$ cat src/rtl/pfc_ref_pkg.sv
package pfc_ref_pkg;

  // Strobes handed from control to datapath each cycle
  typedef struct packed {
    logic sampleGo;   // emit a table sample this cycle
    logic takeLive;   // sample uses live gains (crossing this cycle)
    logic latchGain;  // held gains capture live gains at this edge
  } ctlStrobes_t;

endpackage

$ cat src/rtl/pfc_ref_ctrl.sv
module pfc_ref_ctrl
  import pfc_ref_pkg::*;
#(
  parameter int PHASE_W = 24,
  parameter int LUT_AW  = 8
) (
  input  logic               clk,
  input  logic               rstN,
  input  logic               sampleStb,
  input  logic               zeroCross,
  input  logic [PHASE_W-1:0] phaseInc,
  output ctlStrobes_t        ctl,
  output logic [LUT_AW-1:0]  lutIndex,
  output logic               syncLost
);

  localparam int EL_W = PHASE_W + 2;
  // 1.25 half cycles in phase units
  localparam logic [EL_W-1:0] LOST_LIMIT = EL_W'(5) << (PHASE_W - 2);

  logic [PHASE_W-1:0] phase;
  logic [PHASE_W-1:0] phaseNow;
  logic [PHASE_W:0]   phaseSum;
  logic               phaseCarry;

  logic [EL_W-1:0]    elapsed;
  logic [EL_W-1:0]    elBase;
  logic [EL_W:0]      elAdd;
  logic [EL_W-1:0]    elNext;

  // Crossing resets the phase ahead of any same-cycle sample
  always_comb begin
    phaseNow   = zeroCross ? '0 : phase;
    phaseSum   = {1'b0, phaseNow} + {1'b0, phaseInc};
    phaseCarry = phaseSum[PHASE_W];
    lutIndex   = phaseNow[PHASE_W-1 -: LUT_AW];
  end

  always_comb begin
    ctl.sampleGo  = sampleStb;
    ctl.takeLive  = zeroCross;
    ctl.latchGain = zeroCross | (sampleStb & phaseCarry);
  end

  always_ff @(posedge clk) begin
    if (!rstN) begin
      phase <= '0;
    end else if (sampleStb) begin
      phase <= phaseSum[PHASE_W-1:0];
    end else begin
      phase <= phaseNow;
    end
  end

  // Elapsed-phase watchdog, saturating at the loss limit
  always_comb begin
    elBase = zeroCross ? '0 : elapsed;
    elAdd  = {1'b0, elBase} + (EL_W+1)'(phaseInc);
    if (!sampleStb) begin
      elNext = elBase;
    end else if (elAdd >= {1'b0, LOST_LIMIT}) begin
      elNext = LOST_LIMIT;
    end else begin
      elNext = elAdd[EL_W-1:0];
    end
  end

  always_ff @(posedge clk) begin
    if (!rstN) begin
      elapsed  <= '0;
      syncLost <= 1'b0;
    end else begin
      elapsed  <= elNext;
      syncLost <= (elNext >= LOST_LIMIT);
    end
  end

endmodule

$ cat src/rtl/pfc_ref_datapath.sv
module pfc_ref_datapath
  import pfc_ref_pkg::*;
#(
  parameter int LUT_AW   = 8,
  parameter int LUT_DW   = 16,
  parameter int UNV_W    = 16,
  parameter int UNV_FRAC = 15,
  parameter int KM_W     = 8,
  parameter int KM_FRAC  = 4,
  parameter int OUT_W    = 16
) (
  input  logic              clk,
  input  logic              rstN,
  input  ctlStrobes_t       ctl,
  input  logic [LUT_AW-1:0] lutIndex,
  input  logic [UNV_W-1:0]  unv,
  input  logic [KM_W-1:0]   km,
  output logic [OUT_W-1:0]  refOut,
  output logic              refValid
);

  localparam int    LUT_DEPTH = 1 << LUT_AW;
  localparam int    PROD_W    = LUT_DW + UNV_W + KM_W;
  localparam int    SHIFT     = UNV_FRAC + KM_FRAC;
  localparam longint FULL     = (longint'(1) << LUT_DW) - 1;

  // Rational half-sine approximation, exact 0 at the ends and FULL at mid
  function automatic logic [LUT_DW-1:0] halfSine(input int idx);
    longint p, num, den;
    p   = longint'(idx) * longint'(LUT_DEPTH - idx);
    num = 64'sd16 * p * FULL;
    den = 64'sd5 * longint'(LUT_DEPTH) * longint'(LUT_DEPTH) - 64'sd4 * p;
    return LUT_DW'(num / den);
  endfunction

  logic [LUT_DW-1:0] romTbl [LUT_DEPTH];

  for (genvar g = 0; g < LUT_DEPTH; g++) begin : g_rom
    assign romTbl[g] = halfSine(g);
  end

  logic [UNV_W-1:0]  unvHeld;
  logic [KM_W-1:0]   kmHeld;
  logic              s1Valid;
  logic [LUT_DW-1:0] s1Lut;
  logic [UNV_W-1:0]  s1Unv;
  logic [KM_W-1:0]   s1Km;

  // Gains change only at half-cycle boundaries
  always_ff @(posedge clk) begin
    if (!rstN) begin
      unvHeld <= '0;
      kmHeld  <= '0;
    end else if (ctl.latchGain) begin
      unvHeld <= unv;
      kmHeld  <= km;
    end
  end

  // Stage 1: table read and gain capture
  always_ff @(posedge clk) begin
    if (!rstN) begin
      s1Valid <= 1'b0;
      s1Lut   <= '0;
      s1Unv   <= '0;
      s1Km    <= '0;
    end else begin
      s1Valid <= ctl.sampleGo;
      if (ctl.sampleGo) begin
        s1Lut <= romTbl[lutIndex];
        s1Unv <= ctl.takeLive ? unv : unvHeld;
        s1Km  <= ctl.takeLive ? km  : kmHeld;
      end
    end
  end

  logic [PROD_W-1:0] prodFull;
  logic [PROD_W-1:0] prodScaled;
  logic              prodOver;

  always_comb begin
    prodFull   = PROD_W'(s1Lut) * PROD_W'(s1Unv) * PROD_W'(s1Km);
    prodScaled = prodFull >> SHIFT;
    prodOver   = |prodScaled[PROD_W-1:OUT_W];
  end

  // Stage 2: saturate and present
  always_ff @(posedge clk) begin
    if (!rstN) begin
      refOut   <= '0;
      refValid <= 1'b0;
    end else begin
      refValid <= s1Valid;
      if (s1Valid) begin
        refOut <= prodOver ? {OUT_W{1'b1}} : prodScaled[OUT_W-1:0];
      end
    end
  end

endmodule

$ cat src/rtl/pfc_sine_ref.sv
module pfc_sine_ref
  import pfc_ref_pkg::*;
#(
  parameter int PHASE_W  = 24,
  parameter int LUT_AW   = 8,
  parameter int LUT_DW   = 16,
  parameter int UNV_W    = 16,
  parameter int UNV_FRAC = 15,
  parameter int KM_W     = 8,
  parameter int KM_FRAC  = 4,
  parameter int OUT_W    = 16
) (
  input  logic               clk,
  input  logic               rstN,
  input  logic               sampleStb,
  input  logic               zeroCross,
  input  logic [PHASE_W-1:0] phaseInc,
  input  logic [UNV_W-1:0]   unv,
  input  logic [KM_W-1:0]    km,
  output logic [OUT_W-1:0]   refOut,
  output logic               refValid,
  output logic               syncLost
);

  ctlStrobes_t       ctl;
  logic [LUT_AW-1:0] lutIndex;

  pfc_ref_ctrl #(
    .PHASE_W (PHASE_W),
    .LUT_AW  (LUT_AW)
  ) i_ctrl (
    .clk       (clk),
    .rstN      (rstN),
    .sampleStb (sampleStb),
    .zeroCross (zeroCross),
    .phaseInc  (phaseInc),
    .ctl       (ctl),
    .lutIndex  (lutIndex),
    .syncLost  (syncLost)
  );

  pfc_ref_datapath #(
    .LUT_AW   (LUT_AW),
    .LUT_DW   (LUT_DW),
    .UNV_W    (UNV_W),
    .UNV_FRAC (UNV_FRAC),
    .KM_W     (KM_W),
    .KM_FRAC  (KM_FRAC),
    .OUT_W    (OUT_W)
  ) i_datapath (
    .clk      (clk),
    .rstN     (rstN),
    .ctl      (ctl),
    .lutIndex (lutIndex),
    .unv      (unv),
    .km       (km),
    .refOut   (refOut),
    .refValid (refValid)
  );

endmodule

$ cat config.mk
export PLATFORM = sky130hd
export DESIGN_NAME = pfc_sine_ref
export DESIGN_NICKNAME = d
export VERILOG_FILES = /design/src/rtl/pfc_ref_pkg.sv /design/src/rtl/pfc_ref_ctrl.sv /design/src/rtl/pfc_ref_datapath.sv /design/src/rtl/pfc_sine_ref.sv
export SDC_FILE = /design/constraint.sdc
export NUM_CORES = 2
export LEC_CHECK = 0
export ABC_CLOCK_PERIOD_IN_PS = 11500
export BUFFER_PORTS_ARGS = -buffer_cell sky130_fd_sc_hd__buf_2
export CORE_MARGIN = 2
export CORE_UTILIZATION = 60
export DETAILED_ROUTE_END_ITERATION = 10
export HOLD_SLACK_MARGIN = 0.08
export MAX_ROUTING_LAYER = met4
export PLACE_DENSITY = 0.77
export RECOVER_POWER = 50
export SLEW_MARGIN = 20
export SYNTH_ARGS = -nofsm -noshare
export SYNTH_HDL_FRONTEND = slang
export SYNTH_SLANG_ARGS = --single-unit
$ cat constraint.sdc
create_clock -name clk -period 11.5 [get_ports clk]
set_input_delay 1.15 -clock clk [delete_from_list [all_inputs] [get_ports clk]]
set_output_delay 1.15 -clock clk [all_outputs]
set_load 0.1 [all_outputs]
== Yosys cells after proc, flatten, opt, wreduce, memory -nomap -nowiden ==
Memory sizes are Yosys's and may differ from the RTL's. A register that Yosys moved wholly into a read port is not among the register bits.
Index checks and enable logic that the tools add are counted.

* $add $sub $neg: 2
* Multiply operators: 2
* Div/mod/pow operators: 0
* $lt $le $gt $ge: 2
* Equality and inequality tests: 0
* Shifts and indexed selects: 0
* Mux-type cells: 8
* Bitwise gates (word level): 3
* Reductions and logical operators: 2

{| class="wikitable"
|+ Operators with widths
! kind !! count
|-
| 26-bit 2-to-1 mux || 3
|-
| 24-bit 2-to-1 mux || 2
|-
| 32-bit by 8-bit multiplier with 40-bit output || 1
|-
| 16-bit by 16-bit multiplier with 32-bit output || 1
|-
| 16-bit 2-to-1 mux || 2
|-
| 26-bit by 24-bit adder with 27-bit output || 1
|-
| 27-bit by 25-bit >= comparator with 1-bit output (second input constant) || 1
|-
| 26-bit by 25-bit >= comparator with 1-bit output (second input constant) || 1
|-
| 24-bit by 24-bit adder with 25-bit output || 1
|-
| 8-bit NOT with 9-bit output || 1
|-
| 8-bit 2-to-1 mux || 1
|-
| 5-bit OR reduction || 1
|-
| 1-bit bitwise AND || 1
|-
| 1-bit logical NOT || 1
|-
| 1-bit OR || 1
|}

* Bits in registers: 117
* Latch bits: 0
* Memory bits (writable): 0
* Bits in read-only memories: 4,096
* Output and inout port bits: 18
* Word-level logic and storage cells: 30
* Memories kept: 1

{| class="wikitable"
|+ Memories
! memory !! words !! width !! rd ports !! clocked after memory_dff !! write ports !! line !! source
|-
| (name not given) || 256 || 16 || 1 || 1 || 0 || pfc_ref_datapath.sv:70 || <nowiki>s1Lut <= romTbl[lutIndex];</nowiki>
|}

== Depth between registers and ports, before layout ==
* Depth in word-level cells: 6
* Gate-level depth with buffers: 43

== Modules after synthesis ==
Synthesis repeated with hierarchy kept, for this count alone.

* Cell total of the unflattened synthesis: 3,456
* Area, all modules: 28,253.3 µm²

{| class="wikitable"
|+ Modules (own cells, without submodules)
! module !! times used !! cells an instance !! area each (µm²)
|-
| pfc_ref_datapath || 1 || 2,890 || 23,403.7
|-
| pfc_ref_ctrl || 1 || 566 || 4,849.7
|}

== Least setup slack after synthesis ==
Ideal clock, no wire load.

* Path type: reg-to-reg
* Start point: register i_datapath.s1Unv[7]
* End point: register i_datapath.refOut[10]
* Library setup time: 119 ps
* Arrival: 10,367 ps
* Required time: 11,381 ps
* Setup slack: 1,013 ps
* Cell stages (with the launch flop): 43
* Period minus slack after synthesis: 10,487 ps
* Path through: dfxtp_1 clkbuf_1 clkbuf_1 nand2_1 fa_1 inv_1 fa_1 inv_1 fa_1 inv_1 fa_1 fa_1 inv_1 fa_1 inv_1 ha_1 nand4_1 nor4b_1 (+7 left out) and2_1 fa_1 fa_1 fa_1 inv_1 fa_1 inv_1 ha_1 a21o_1 a21o_1 a221o_1 nand2_1 o31ai_2 a221oi_4 mux2i_1 o211ai_2 buf_6 o221a_2

* Longest elaborated chain between the ends: 4

{| class="wikitable"
|+ Ends and longest elaborated chain
! element !! line !! source
|-
| from (decl) || pfc_ref_datapath.sv:46 || <nowiki>logic [UNV_W-1:0] s1Unv;</nowiki>
|-
| from (signal assigned) || pfc_ref_datapath.sv:71 || <nowiki>s1Unv <= ctl.takeLive ? unv : unvHeld;</nowiki>
|-
| 16-bit by 16-bit multiplier with 32-bit output (*) || pfc_ref_datapath.sv:82 || <nowiki>prodFull = PROD_W'(s1Lut) * PROD_W'(s1Unv) * PROD_W'(s1Km);</nowiki>
|-
| 32-bit by 8-bit multiplier with 40-bit output (*) || pfc_ref_datapath.sv:82 ||
|-
| 5-bit OR reduction || pfc_ref_datapath.sv:84 || <nowiki>prodOver = |prodScaled[PROD_W-1:OUT_W];</nowiki>
|-
| 16-bit 2-to-1 mux (*) || pfc_ref_datapath.sv:95 || <nowiki>refOut <= prodOver ? {OUT_W{1'b1}} : prodScaled[OUT_W-1:0];</nowiki>
|-
| to (signal assigned) || pfc_ref_datapath.sv:95 ||
|-
| to (decl) || pfc_ref_datapath.sv:18 || <nowiki>output logic [OUT_W-1:0] refOut,</nowiki>
|}

Mark *: on every way between the ends. The rest lies on a longest branch, timed or not.
A chain may end at the register's enable or synchronous reset.

== Final worst setup path ==
* Start point: register i_datapath.s1Unv[4]
* End point: register i_datapath.refOut[8]

Same word-level chain as after synthesis.

==> metrics.md <==
| Metric | Value |
|---|---|
| Cells on worst reg2reg path | `37` |
| Failing checks | `max-capacitance violations, max-slew violations` |
| Fillcell total | `just under 4000` |
| Clock slew at reported path FFs | `0.07 ns` |
| Routed WL per cell | `23.28 um` |
| CTS tree | `built` |
| Die width | `around 220 um` |
| Largest area contributor in the netlist | `fa_1` |
| Post-Syn Nets | `4119` |
| Initial Util | `0.6074` |
| Max-slew headroom | `-0.8359` |
| Final hold violations | `0` |
| Post-route clock period utilization | `0.9623` |
| Outcome | `finished with violations` |
| Critical Path Fanout Max | `17` |
| Max VDD drop | `0.00009957 V` |
| Number of clock sinks | `roughly 130` |
| Crit path kind | `reg -> reg` |
| Largest net degree at the start of global routing | `76` |
| Cell mode on critical path | `fa_1` |
| 1st-pass router iterations | `6` |
| Final std cells w/o fill | `4044` |
| Seq/Total Area, Yosys | `0.09660` |
| Worst EP required | `~12 ns` |
| GP Congestion | `1.082` |
| CTS Root Cell | `clkbuf_16` |
| Minimum clock period | `11.07 ns` |
| First-pass GRT wire length | `~150000 um` |
| Post-synthesis register bit count | `between 100 and 150` |
| Antenna violations before repair | `5` |
| Count leader, synth | `inv_1` |
| Maxcap violations | `7` |
| Leak | `13.49 nW` |
| Yosys cell types | `86` |
| Largest cells by area after synthesis | `fa_1, ha_1, dfxtp_1` |
| Final core occ | `0.6439` |
| Core Area | `45380 um^2` |
| H-tree Lvls | `4` |
| P&R area growth vs syn | `6.024%` |
| Vias per Instance | `6.439` |
| Hold Buf Count CTS | `0` |
| Share of layout cells above drive strength 1 | `0.07072` |
| Residual DRC | `0` |
| Synth Flop Type | `dfxtp_1` |
| Final Setup Violations | `0` |
| Final net count | `4078` |
| Slowest stage delay, CP | `0.55 ns` |
| CP Launch Type | `flop` |
| EDFF count, synth | `0` |
| Setup TNS | `0 ns` |
| Max clock buf depth | `2` |
| Fmax | `90.37 MHz` |
| Cell row count | `78` |
| Placed Cells | `4000` |
| Slew Viols, Final | `300` |
| Final wirelength | `94150 um` |
| GR Util All Layers | `0.4115` |
| Area of the mapped netlist | `27560 um^2` |
| Post-synth ARST share | `0` |
| Chip height | `218.3 um` |
| Hold WC Path Type | `reg -> reg` |
| CTS Buf Count | `17` |
| ANT nets after route | `0` |
| Drt initial violations | `3175` |
| Slowest-stage cell, CP | `fa_1` |
| Global route overflow | `0` |
| Syn. warnings | `0` |
| Vias in the first global route | `about 27000` |
| Clk_lat worst skew | `between 0.4 and 0.5 ns` |
| Yosys top cell area share | `0.2724` |
| Vias | `26040` |
| Worst slew pin tran | `between 2 and 3 ns` |
| Die Footprint | `47670 um^2` |
| IO Port Bufs | `69` |
| CP Capture Type | `flop` |
| Dpl hpwl | `69320 um` |
| Clock skew | `0.01212 ns` |
| Ports | `70` |
| Critical Path AT | `11.39 ns` |
| Mapped Cells | `3464` |
| Power per Cell Area | `94.55 nW/um^2` |
| Mean Syn Cell Area | `7.957 um^2` |
| Synth cell count leaders | `inv_1, nand2_1, fa_1` |
| Hold-critical path depth | `2` |
[logic make-up after synthesis]
kind of cell | Yosys count | share of synthesized area
DFF | 133 | 0.09660
AOI/OAI and AO/OA | 774 | 0.1870
and+or+nand+nor | 1159 | 0.2065
adders and majority gates | 603 | 0.3759
xor gates and xnor gates | 84 | 0.02669
buffers and inverters | 669 | 0.09202
muxes | 42 | 0.01530
[cells in the final DEF, fill, tap and decap left out, types with 16 or more instances in the layout]
cell,n
a211oi_1,68
a21o_1,31
a21oi_1,200
a311oi_1,21
a31oi_1,34
and2_1,287
and3_1,18
buf_2,48
buf_4,87
clkbuf_1,26
clkbuf_16,17
dfxtp_1,106
dfxtp_2,17
fa_1,375
ha_1,228
inv_1,445
mux2i_1,39
nand2_1,394
nand2b_1,36
nand3_1,72
nor2_1,191
nor2b_1,57
nor3_1,40
o211ai_1,24
o21ai_0,180
o221a_2,16
o22ai_1,22
o2bb2ai_1,20
xnor2_1,52
xor2_1,30
[area by class of cell]
type	instances	area, um^2	share of cell area
repair buffers	160	987.2	0.03378
multi-input cells	2663	22460	0.7686
well taps	600	750.7	0.02569
inverters	448	1682	0.05754
flip-flops and latches	133	2721	0.09312
clock inverters	12	143.9	0.004924
clock buffers	20	456.7	0.01563
diodes	8	20.02	0.0006850
[stage by stage]
stage	hold slack, ns	instance area, um^2	total power, W	setup slack, ns
after CTS	0.4731	29090	0.002741	0.03011
after floorplan	0.4432	27560	0.001678	1.013
after detailed placement	0.4611	28490	0.002171	0.07017
final	0.4694	29220	0.002763	0.4338
after global routing	0.4892	29220	0.002965	-0.04551
after global placement	0.4523	28480	0.002127	0.4547
[power breakdown]
group / switching (W) / total [W] / internal, W / leakage, nW
Clock: 0.000226 / 0.000560 / 0.000335 / 0.290
Combinational: 0.00106 / 0.00165 / 0.000595 / 12.1
Sequential: 0.0000520 / 0.000551 / 0.000499 / 1.11
[critical path, delay by kind of cell (launching register included)]
family	cells	cell delay, ns
and+or+nand+nor	6	1.21
buffers and inverters	7	0.49
muxes	1	0.33
xor gates and xnor gates	1	0.29
AOI/OAI and AO/OA	10	2.51
DFF	1	0.41
adders and majority gates	12	5.70
[state kept, by name, summed over array words and instances, names as in the netlist, 8 cells and up]
name                flops
i_datapath.refOut      16
i_ctrl.elapsed         26
i_datapath.unvHeld     16
i_datapath.kmHeld       8
i_datapath.s1Lut       16
i_datapath.s1Km         8
i_ctrl.phase           24
i_datapath.s1Unv       16
[metal layers]
metal,global-route usage,wire (um),up-vias
met1,0.5041,35810,12660
li1,-,-,11480
met4,0.1943,5112,0
met2,0.6432,42530,1527
met3,0.09631,10700,381
met5,-,0,-
[path summary, 6_finish.rpt]
path | from | end | slack, ns
worst min register to register | i_datapath.unvHeld[10] | i_datapath.unvHeld[10] | 0.47
worst max register to register | i_datapath.s1Unv[4] | i_datapath.refOut[8] | 0.43
worst max-delay path | i_datapath.s1Unv[4] | i_datapath.refOut[8] | 0.43
worst min-delay path | i_datapath.unvHeld[10] | i_datapath.unvHeld[10] | 0.47
[timing repair]
| item | 4_1_cts | 5_1_grt |
|---|---|---|
| setup buffers | 0 | 3 |
| gates resized for setup | 0 | 47 |
| endpoints found under the setup margin | 0 | 16 |
(Power assumes the default switching activity.)
